File: config.mk
export PLATFORM = sky130hd
export DESIGN_NAME = scrub_master
export DESIGN_NICKNAME = d
export VERILOG_FILES = /design/src/rtl/scrub_pkg.sv /design/src/rtl/scrub_wdt.sv /design/src/rtl/scrub_token.sv /design/src/rtl/scrub_lock.sv /design/src/rtl/scrub_master.sv
export SDC_FILE = /design/constraint.sdc
export NUM_CORES = 1
export LEC_CHECK = 0
export ABC_AREA = 1
export ABC_CLOCK_PERIOD_IN_PS = 2900
export CELL_PAD_IN_SITES_DETAIL_PLACEMENT = 1
export CELL_PAD_IN_SITES_GLOBAL_PLACEMENT = 1
export CORE_AREA = 2 2 75 77
export CTS_CLUSTER_DIAMETER = 100
export CTS_CLUSTER_SIZE = 8
export DETAILED_ROUTE_END_ITERATION = 7
export DIE_AREA = 0 0 77 79
export PLACE_DENSITY = 0.88
export SLEW_MARGIN = 20
export SYNTH_ARGS = -nofsm -noshare
export SYNTH_HDL_FRONTEND = slang
export SYNTH_HIERARCHICAL = 1
export SYNTH_SLANG_ARGS = --single-unit
File: constraint.sdc
create_clock -name clk -period 2.9 [get_ports clk]
set_input_delay 0.29 -clock clk [delete_from_list [all_inputs] [get_ports clk]]
set_output_delay 0.29 -clock clk [all_outputs]
set_load 0.01 [all_outputs]
File: src/rtl/scrub_pkg.sv
package scrub_pkg;

    // Upper bound on the core count supported by the search helper.
    localparam int MAX_CORES = 32;

    // What the token logic does on a given cycle.
    typedef enum logic [1:0] {
        TEV_NONE    = 2'd0,
        TEV_PASS    = 2'd1,
        TEV_TIMEOUT = 2'd2,
        TEV_FATAL   = 2'd3
    } tok_ev_e;

    // Pulses received from the current token holder, already qualified.
    typedef struct packed {
        logic kick;
        logic done;
        logic uncorr;
    } holder_ev_t;

    // Search forward from cur (exclusive, wrapping) for a core whose skip
    // bit is clear. Returns -1 when none exists among the first n cores.
    function automatic int next_core(input int cur,
                                     input logic [MAX_CORES-1:0] skip,
                                     input int n);
        int res;
        int c;
        res = -1;
        for (int k = 1; k <= MAX_CORES; k++) begin
            if (k <= n && res < 0) begin
                c = (cur + k) % n;
                if (!skip[c]) res = c;
            end
        end
        return res;
    endfunction

endpackage

File: src/rtl/scrub_wdt.sv
module scrub_wdt #(
    parameter int RELOAD = 16,
    parameter int CW     = $clog2(RELOAD + 1)
) (
    input  logic clk,
    input  logic rst,
    input  logic reload_i,
    input  logic hold_i,
    output logic expired_o
);
    localparam logic [CW-1:0] LOAD_VAL = CW'(RELOAD);

    logic [CW-1:0] cnt_q;

    always_ff @(posedge clk) begin
        if (rst) begin
            cnt_q <= LOAD_VAL;
        end else if (hold_i) begin
            cnt_q <= cnt_q;
        end else if (reload_i) begin
            cnt_q <= LOAD_VAL;
        end else if (cnt_q != '0) begin
            cnt_q <= cnt_q - 1'b1;
        end
    end

    assign expired_o = (cnt_q == '0);
endmodule

File: src/rtl/scrub_token.sv
module scrub_token
    import scrub_pkg::*;
#(
    parameter int N_CORES = 4,
    parameter int IDW     = $clog2(N_CORES)
) (
    input  logic               clk,
    input  logic               rst,
    input  logic [N_CORES-1:0] kick_i,
    input  logic [N_CORES-1:0] done_i,
    input  logic [N_CORES-1:0] uncorr_i,
    input  logic               expired_i,
    output logic [IDW-1:0]     owner_o,
    output logic [N_CORES-1:0] irq_o,
    output logic [N_CORES-1:0] failed_o,
    output logic               reconf_o,
    output logic               proto_err_o,
    output logic               wdt_reload_o,
    output logic               lock_clr_o
);
    logic [IDW-1:0]     owner_q;
    logic [N_CORES-1:0] failed_q;
    logic [N_CORES-1:0] irq_q;
    logic               reconf_q;
    logic               boot_q;
    logic               perr_q;

    logic [N_CORES-1:0] own_oh;
    logic               active;
    holder_ev_t         hev;
    tok_ev_e            ev;
    logic               foreign;
    int                 pass_nx;
    int                 to_nx;

    assign own_oh = {{(N_CORES-1){1'b0}}, 1'b1} << owner_q;
    assign active = !boot_q && !reconf_q;

    always_comb begin
        hev.kick   = active && kick_i[owner_q];
        hev.done   = active && done_i[owner_q];
        hev.uncorr = active && uncorr_i[owner_q];
    end

    assign foreign = |((kick_i | done_i | uncorr_i) & ~own_oh);

    // Candidates for the next holder: on a hand-off the holder may keep the
    // token if it is the only healthy core; on a timeout it may not.
    always_comb begin
        pass_nx = next_core(int'(owner_q), MAX_CORES'(failed_q), N_CORES);
        to_nx   = next_core(int'(owner_q), MAX_CORES'(failed_q | own_oh), N_CORES);
    end

    always_comb begin
        ev = TEV_NONE;
        if (hev.uncorr)                      ev = TEV_FATAL;
        else if (hev.done)                   ev = TEV_PASS;
        else if (!hev.kick && active && expired_i) ev = TEV_TIMEOUT;
    end

    always_ff @(posedge clk) begin
        if (rst) begin
            owner_q  <= '0;
            failed_q <= '0;
            irq_q    <= '0;
            reconf_q <= 1'b0;
            boot_q   <= 1'b1;
            perr_q   <= 1'b0;
        end else begin
            boot_q <= 1'b0;
            irq_q  <= boot_q ? own_oh : '0;
            if (foreign) perr_q <= 1'b1;
            unique case (ev)
                TEV_PASS: begin
                    owner_q <= IDW'(pass_nx);
                    irq_q   <= {{(N_CORES-1){1'b0}}, 1'b1} << pass_nx;
                end
                TEV_TIMEOUT: begin
                    failed_q <= failed_q | own_oh;
                    if (to_nx >= 0) begin
                        owner_q <= IDW'(to_nx);
                        irq_q   <= {{(N_CORES-1){1'b0}}, 1'b1} << to_nx;
                    end else begin
                        reconf_q <= 1'b1;
                    end
                end
                TEV_FATAL: reconf_q <= 1'b1;
                default: ;
            endcase
        end
    end

    assign wdt_reload_o = boot_q || hev.kick || (ev == TEV_PASS) ||
                          (ev == TEV_TIMEOUT && to_nx >= 0);
    assign lock_clr_o   = reconf_q || (ev == TEV_TIMEOUT) || (ev == TEV_FATAL);

    assign owner_o     = owner_q;
    assign irq_o       = irq_q;
    assign failed_o    = failed_q;
    assign reconf_o    = reconf_q;
    assign proto_err_o = perr_q;
endmodule

File: src/rtl/scrub_lock.sv
module scrub_lock #(
    parameter int N_CORES = 4,
    parameter int IDW     = $clog2(N_CORES)
) (
    input  logic               clk,
    input  logic               rst,
    input  logic [IDW-1:0]     owner_i,
    input  logic [N_CORES-1:0] req_i,
    input  logic [N_CORES-1:0] rel_i,
    input  logic               clr_i,
    output logic [N_CORES-1:0] grant_o
);
    logic           held_q;
    logic [IDW-1:0] gid_q;

    always_ff @(posedge clk) begin
        if (rst) begin
            held_q <= 1'b0;
            gid_q  <= '0;
        end else if (clr_i) begin
            held_q <= 1'b0;
        end else if (held_q) begin
            if (rel_i[gid_q]) held_q <= 1'b0;
        end else if (req_i[owner_i]) begin
            held_q <= 1'b1;
            gid_q  <= owner_i;
        end
    end

    assign grant_o = held_q ? ({{(N_CORES-1){1'b0}}, 1'b1} << gid_q) : '0;
endmodule

File: src/rtl/scrub_master.sv
module scrub_master
    import scrub_pkg::*;
#(
    parameter int N_CORES    = 4,
    parameter int WDT_RELOAD = 16
) (
    input  logic                       clk,
    input  logic                       rst,
    input  logic [N_CORES-1:0]         kick_i,
    input  logic [N_CORES-1:0]         done_i,
    input  logic [N_CORES-1:0]         uncorr_i,
    input  logic [N_CORES-1:0]         lock_req_i,
    input  logic [N_CORES-1:0]         lock_rel_i,
    output logic [N_CORES-1:0]         start_irq_o,
    output logic [$clog2(N_CORES)-1:0] owner_o,
    output logic [N_CORES-1:0]         lock_grant_o,
    output logic [N_CORES-1:0]         failed_o,
    output logic                       proto_err_o,
    output logic                       reconfig_req_o
);
    localparam int IDW = $clog2(N_CORES);
    localparam int CW  = $clog2(WDT_RELOAD + 1);

    logic           expired;
    logic           wdt_reload;
    logic           lock_clr;
    logic [IDW-1:0] owner;
    logic           reconf;

    scrub_wdt #(.RELOAD(WDT_RELOAD), .CW(CW)) u_wdt (
        .clk       (clk),
        .rst       (rst),
        .reload_i  (wdt_reload),
        .hold_i    (reconf),
        .expired_o (expired)
    );

    scrub_token #(.N_CORES(N_CORES), .IDW(IDW)) u_token (
        .clk          (clk),
        .rst          (rst),
        .kick_i       (kick_i),
        .done_i       (done_i),
        .uncorr_i     (uncorr_i),
        .expired_i    (expired),
        .owner_o      (owner),
        .irq_o        (start_irq_o),
        .failed_o     (failed_o),
        .reconf_o     (reconf),
        .proto_err_o  (proto_err_o),
        .wdt_reload_o (wdt_reload),
        .lock_clr_o   (lock_clr)
    );

    scrub_lock #(.N_CORES(N_CORES), .IDW(IDW)) u_lock (
        .clk     (clk),
        .rst     (rst),
        .owner_i (owner),
        .req_i   (lock_req_i),
        .rel_i   (lock_rel_i),
        .clr_i   (lock_clr),
        .grant_o (lock_grant_o)
    );

    assign owner_o        = owner;
    assign reconfig_req_o = reconf;
endmodule

# --- Yosys cells after proc, flatten, opt, wreduce, memory -nomap -nowiden ---
# Index checks and enable logic that the tools add are counted.
word_totals:
  register_bits: 21
  inputBits: 22
  output_inout_bits: 16
  word_cells: 144
classes:
  add_sub_neg: 5
  order_cmp: 13
  eq_ne: 5
  shifts: 4
  n_mux: 65
  bitwise_logic: 13
  n_reduce_logical: 30
op_table:
  columns: ["cell", "count"]
  rows:
  - ["32-bit 2-to-1 mux", 14]
  - ["32-bit by 1-bit < comparator with 1-bit output, second input constant", 6]
  - ["1-bit by 32-bit << shifter with 4-bit output, first input constant", 2]
  - ["32-bit by 1-bit greater-or-equal comparator with 1-bit output, second input constant", 1]
  - ["3-bit by 7-bit < comparator with 1-bit output, second input constant", 4]
  - ["1-bit 2-to-1 mux", 26]
  - ["1-bit binary-select mux with 3-bit select", 8]
  - ["4-bit bitwise OR", 4]
  - ["4-bit 2-to-1 mux", 3]
  - ["1-bit binary-select mux with 2-bit select", 5]
  - ["5-bit 2-to-1 mux", 2]
  - ["2-bit OR reduction", 5]
  - ["2-bit 2-to-1 mux", 4]
  - ["4-bit case mux with 2 select lines", 1]
  - ["1-bit by 2-bit << shifter with 4-bit output, first input constant", 2]
  - ["1-bit logical AND", 7]
  - ["2-bit by 3-bit < comparator with 1-bit output, second input constant", 2]
  - ["2-bit AND reduction", 3]
  - ["2-bit nonzero test", 3]
  - ["5-bit logical NOT", 1]
  - ["1-bit logical OR", 5]
  - ["5-bit nonzero test", 1]
  - ["5-bit by 1-bit subtractor with 5-bit output, second input constant", 1]
  - ["2-bit by 1-bit adder with 2-bit output, second input constant", 2]
  - ["14 further kinds", 23]

# --- Depth between registers and ports, before layout ---
depth:
  ltp_word: 18
  depth_mapped: 18
  depth_no_buf: 17

# --- Modules after synthesis ---
# Netlist, hierarchy kept.
modules_own_cells:
  columns: ["module", "instances", "cells_per_inst", "area_per_inst_um2", "seq_area_each_um2"]
  rows:
  - ["scrub_token", 1, 214, 1243.7, 260.2]
  - ["scrub_wdt", 1, 39, 294.0, 100.1]
  - ["scrub_lock", 1, 42, 261.5, 60.1]

# --- Worst setup path after synthesis ---
# No wires, ideal clock.
synth_path:
  path_kind: "register to register"
  startpoint: "register u_token.owner_q[0] (netlist: u_token/owner_o[0])"
  endpoint: "register u_wdt.cnt_q[2]"
  setup_time_ps: 66
  t_arrival_ps: 2461
  required_time_ps: 2834
  path_slack_ps: 373
  path_stages_with_launch: 16
  path_buffers: 1
  synth_period_minus_slack_ps: 2527
  cell_sequence: "dfxtp_1 > inv_2 > buf_6 > ha_1 > inv_1 > nand2_1 > nand2_2 > nor2_2 > nand3b_2 > a21oi_1 > o211ai_1 > inv_2 > nand4_4 > nand2_2 > nand2_1 > a21oi_2"
synth_via:
  elab_chain_cells: 18
  word_cells_on_any_way: 61
  cone_classes: "4 x add/sub; 4 x order compare; 2 x eq/ne; 1 x shift; 29 x mux; 5 x bitwise; 16 x reduce/logical"
synth_rtl:
  columns: ["item", "line_no", "rtl"]
  rows:
  - ["from (decl)", "scrub_token.sv:21", "logic [IDW-1:0] owner_q;"]
  - ["from (signal assigned)", "scrub_token.sv:75", "owner_q <= IDW'(pass_nx);"]
  - ["from (signal assigned)", "scrub_token.sv:81", "owner_q <= IDW'(to_nx);"]
  - ["2-bit by 1-bit adder with 2-bit output", "scrub_pkg.sv:31", "c = (cur + k) % n;"]
  - ["2-bit OR reduction (no line)", null, null]
  - ["1-bit AND (no line)", null, null]
  - ["1-bit binary-select mux with 3-bit select", "scrub_pkg.sv:32", "if (!skip[c]) res = c;"]
  - ["1-bit 2-to-1 mux (implied by the code) (2 in series)", "scrub_pkg.sv:32", null]
  - ["32-bit 2-to-1 mux", "scrub_pkg.sv:32", null]
  - ["32-bit by 1-bit < comparator with 1-bit output or 32-bit 2-to-1 mux (tied branches)", "scrub_pkg.sv:30, scrub_pkg.sv:32", null]
  - ["32-bit 2-to-1 mux", "scrub_pkg.sv:30", "if (k <= n && res < 0) begin"]
  - ["[2 not listed]", null, null]
  - ["32-bit by 1-bit < comparator with 1-bit output or 32-bit 2-to-1 mux (tied branches)", "scrub_pkg.sv:30, scrub_pkg.sv:32", null]
  - ["32-bit 2-to-1 mux", "scrub_pkg.sv:30", null]
  - ["32-bit by 1-bit greater-or-equal comparator with 1-bit output", "scrub_token.sv:94", "(ev == TEV_TIMEOUT && to_nx >= 0);"]
  - ["1-bit logical AND", "scrub_token.sv:94", null]
  - ["1-bit logical OR (*)", "scrub_token.sv:93", "assign wdt_reload_o = boot_q || hev.kick || (ev == TEV_PASS) ||"]
  - ["named net wdt_reload", "scrub_master.sv:25", "logic wdt_reload;"]
  - ["2-bit nonzero test (no line)", null, null]
  - ["2-bit AND reduction (no line)", null, null]
  - ["to (signal assigned)", "scrub_wdt.sv:19", "cnt_q <= cnt_q;"]
  - ["to (signal assigned)", "scrub_wdt.sv:23", "cnt_q <= cnt_q - 1'b1;"]
  - ["to (decl)", "scrub_wdt.sv:13", "logic [CW-1:0] cnt_q;"]
# The timed path passes the listed nets; every way through them passes the cells marked *. The select of a mux whose other input is x is not followed.
# A chain may end at the register's enable or synchronous reset.

# --- Final worst setup path ---
# Ends and elaborated chain as after synthesis.

==> flow_summary.ini <==
[global_route]
grt_pass1_vias = 2106
grt_max_degree = 18
grt_use_total_pct = 18.68
grt.overflow.total = 0
antenna_found_initial = 0
grt_pass1_wl_um = 9225

[placement]
dpl.hpwl_um = 4483
port_buffers = 37
dp_slack_ns = 0.2153
place_congestion = 0.8847

[clock_network]
clkTransAtPathRegs_ns = 0.08
cts_buffers = 3
max-clock-path-buffers = 2
cts_max_level = 1
ctsHoldBuffers = 0
clock_sinks = 21
postCtsSetupBuffers = 0
cts_tree = yes
root_buffer = clkbuf_8
cts_resized = 0
clk_latency_ns = 0.27

[layout]
nets = 363
insertedDiodeCount = 0
layout-drive-gt1-share_pct = 14.33
areaGrowthSynthToFinish_pct = 27.47
fill_cells = 763

[logic_synthesis]
yosys-top-cells-area = dfxtp_1 23%, nand2_1 18%, nand3_1 7.5%
syn_nets = 322
ys.warnings.count = 6
ys.flop_type = dfxtp_1
ys_top_cells_by_count = 87 x nand2_1, 35 x nor2_1, 27 x inv_1, 27 x nand3_1, 21 x dfxtp_1
syn_area_sq_um = 1799
syn_inst = 295
synthAdderAreaFrac_pct = 3.477
synth_top_cell_by_area = dfxtp_1
yosysMostFrequentCell = nand2_1
muxShareOfSynthArea_pct = 0
synth-compound-area-share_pct = 10.36
synth_edf_count = 0
synth_top_family_by_area = simple AND/OR/NAND/NOR gates
synth.avg_cell_area_sq_um = 6.099
synth_simple_gate_area_share_pct = 51.74
synth.distinct_cells = 33
synth_top_area_share_pct = 23.37
yosysSeqAreaShare_pct = 23.37
synthArstFlopShare_pct = 0
synth-seq-cells = 21
synth-xor-area-share_pct = 0.4868

[worst_setup_path]
worstSetupPathType = reg2reg
crit_path_start_kind = register
cp.arrival_ns = 2.79
crit_path_max_fanout = 15
crit_required_ns = 3.10
worstSetupEndpointType = register

[job]
drv_cap = 0

[die]
num_io_pins = 38
die_area_sq_um = 6083
start_util_pct = 33.71
fp.dieH_um = 79
rows = 27
die_w_um = 77
core_area_sq_um = 5338

[sta]
tightestPinTransition_ns = 0.6653
period_share_pct = 89.39
min_period_ns = 2.592
skew_ns = 0.003189
fin_setup_tns_ns = 0
relSlewSlack_pct = 55.50
slew_violations = 0
hold_violations = 0
setup_ws_ns = 0.3076
grt_setup_unrepaired = no
setup_viol = 0
fmax_ghz = 0.3857
whs_ns = 0.4537

[route]
vias_per_cell = 4.990
drtPass1Iterations = 4
vias = 2031
wl_per_cell_um = 13.39
drt_iter0_drc = 74
drt-total-wl_um = 5450
antenna_left = 0
drc = 0

[power_and_ir_drop]
switchingPower_uw = 893.3
powerDensity_nw_per_um2 = 763.5
pwr-share-comb_pct = 65.2
p_total_mw = 1.751
power_leakage_nw = 1.067
switching_share_pct = 51.01
peakVddDrop_mv = 0.3520
p_seq_share_pct = 23.3
p_int_uw = 857.8
p_clk_share_pct = 11.5

[outcome]
status = complete, no violations

[worst_hold_path]
min_path_type = reg2reg
-- kinds of logic after synthesis --
logic type	Yosys count
AND/OR/NAND/NOR	195
buffers and inverters	42
AO/OA/AOI/OAI	31
flip-flops	21
adder cells (fa/ha/maj)	5
XOR/XNOR	1
-- path summary, 6_finish.rpt --
path	start	end	slack (ns)	depth (start not counted)
setup / recovery	u_token/owner_o[0]$_SDFFE_PP0P_	u_wdt/cnt_q[2]$_SDFFE_PP0P_	0.31	17
hold / removal	u_wdt/cnt_q[4]$_SDFFE_PP1P_	u_wdt/cnt_q[4]$_SDFFE_PP1P_	0.45	2
setup reg to reg	u_token/owner_o[0]$_SDFFE_PP0P_	u_wdt/cnt_q[2]$_SDFFE_PP0P_	0.31	17
hold reg to reg	u_wdt/cnt_q[4]$_SDFFE_PP1P_	u_wdt/cnt_q[4]$_SDFFE_PP1P_	0.45	2
-- flip-flops by register name, summed over array words and instances, names as in the netlist --
signal and count:
u_lock/gid_q 2, u_lock/held_q 1, u_token/boot_q 1, u_token/failed_o 4, u_token/irq_o 4, u_token/owner_o 2
u_token/proto_err_o 1, u_token/reconf_o 1, u_wdt/cnt_q 5
-- power groups by stage --
| stage | logic [mW] | registers (mW) | clock network [mW] |
|---|---|---|---|
| 6_report | 1.14 | 0.408 | 0.201 |
| 5_1_grt | 1.30 | 0.419 | 0.219 |
| 4_1_cts | 1.15 | 0.407 | 0.209 |
| 3_5_place_dp | 1.14 | 0.413 | 0 |
| 3_3_place_gp | 1.09 | 0.411 | 0 |
| 2_1_floorplan | 0.842 | 0.408 | 0 |
-- area by class of cell --
type / instances / area (sq um) / area share, %
sequential: 21 / 422.9 / 18.44
inverter: 36 / 137.6 / 6.001
clock inverter: 1 / 5.005 / 0.2182
tap: 72 / 90.09 / 3.928
timing repair buffer: 42 / 407.9 / 17.79
multi-input combinational: 232 / 1189 / 51.83
clock buffer: 3 / 41.29 / 1.800
-- cell usage in the layout (no fill, tap or decap), types with 2 or more instances in the layout --
master	n
ha_1	5
dfxtp_2	2
inv_1	27
nor3_2	2
o21ai_0	4
o21a_1	4
a21oi_2	2
nand2_2	13
nand4_1	7
clkbuf_8	3
dfxtp_1	19
nand2_1	87
nand3_1	27
a21boi_0	3
nor3_1	9
nand3_2	3
nand3b_1	5
nor2_4	2
clkdlybuf4s50_1	37
inv_2	8
a21oi_1	16
nor2_1	35
buf_4	5
-- layer usage --
metal | vias up | global-route usage, % | wire length [um]
li1 | 1032 | - | -
met1 | 960 | 21.14 | 2401
met2 | 32 | 36.05 | 2831
met3 | 7 | 2.727 | 151
met4 | 0 | 5.714 | 66
met5 | - | 0 | 0
-- per-stage QoR --
| stage | utilization, % | instances | instance area, sq um |
|---|---|---|---|
| 2_1_floorplan | - | 295 | 1799 |
| 3_3_place_gp | 42.05 | 403 | 2245 |
| 3_5_place_dp | 42.05 | 403 | 2245 |
| 4_1_cts | 42.92 | 407 | 2291 |
| 5_1_grt | 42.97 | 407 | 2293 |
| 6_report | 42.97 | 407 | 2293 |
-- worst max-delay path: stages, from the launching register on --
cell	delay [ns]
dfxtp_2	0.39
inv_2	0.08
buf_4	0.21
ha_1	0.23
nor2_1	0.09
nand2_1	0.09
nand2_2	0.09
nand2_2	0.08
nand2_2	0.07
nor2_2	0.11
nand3b_2	0.14
a21oi_1	0.22
o211ai_1	0.17
inv_2	0.12
nand4_4	0.13
nand2_2	0.10
nand2_1	0.07
a21oi_2	0.13
Power figures use the tool's default switching activity.
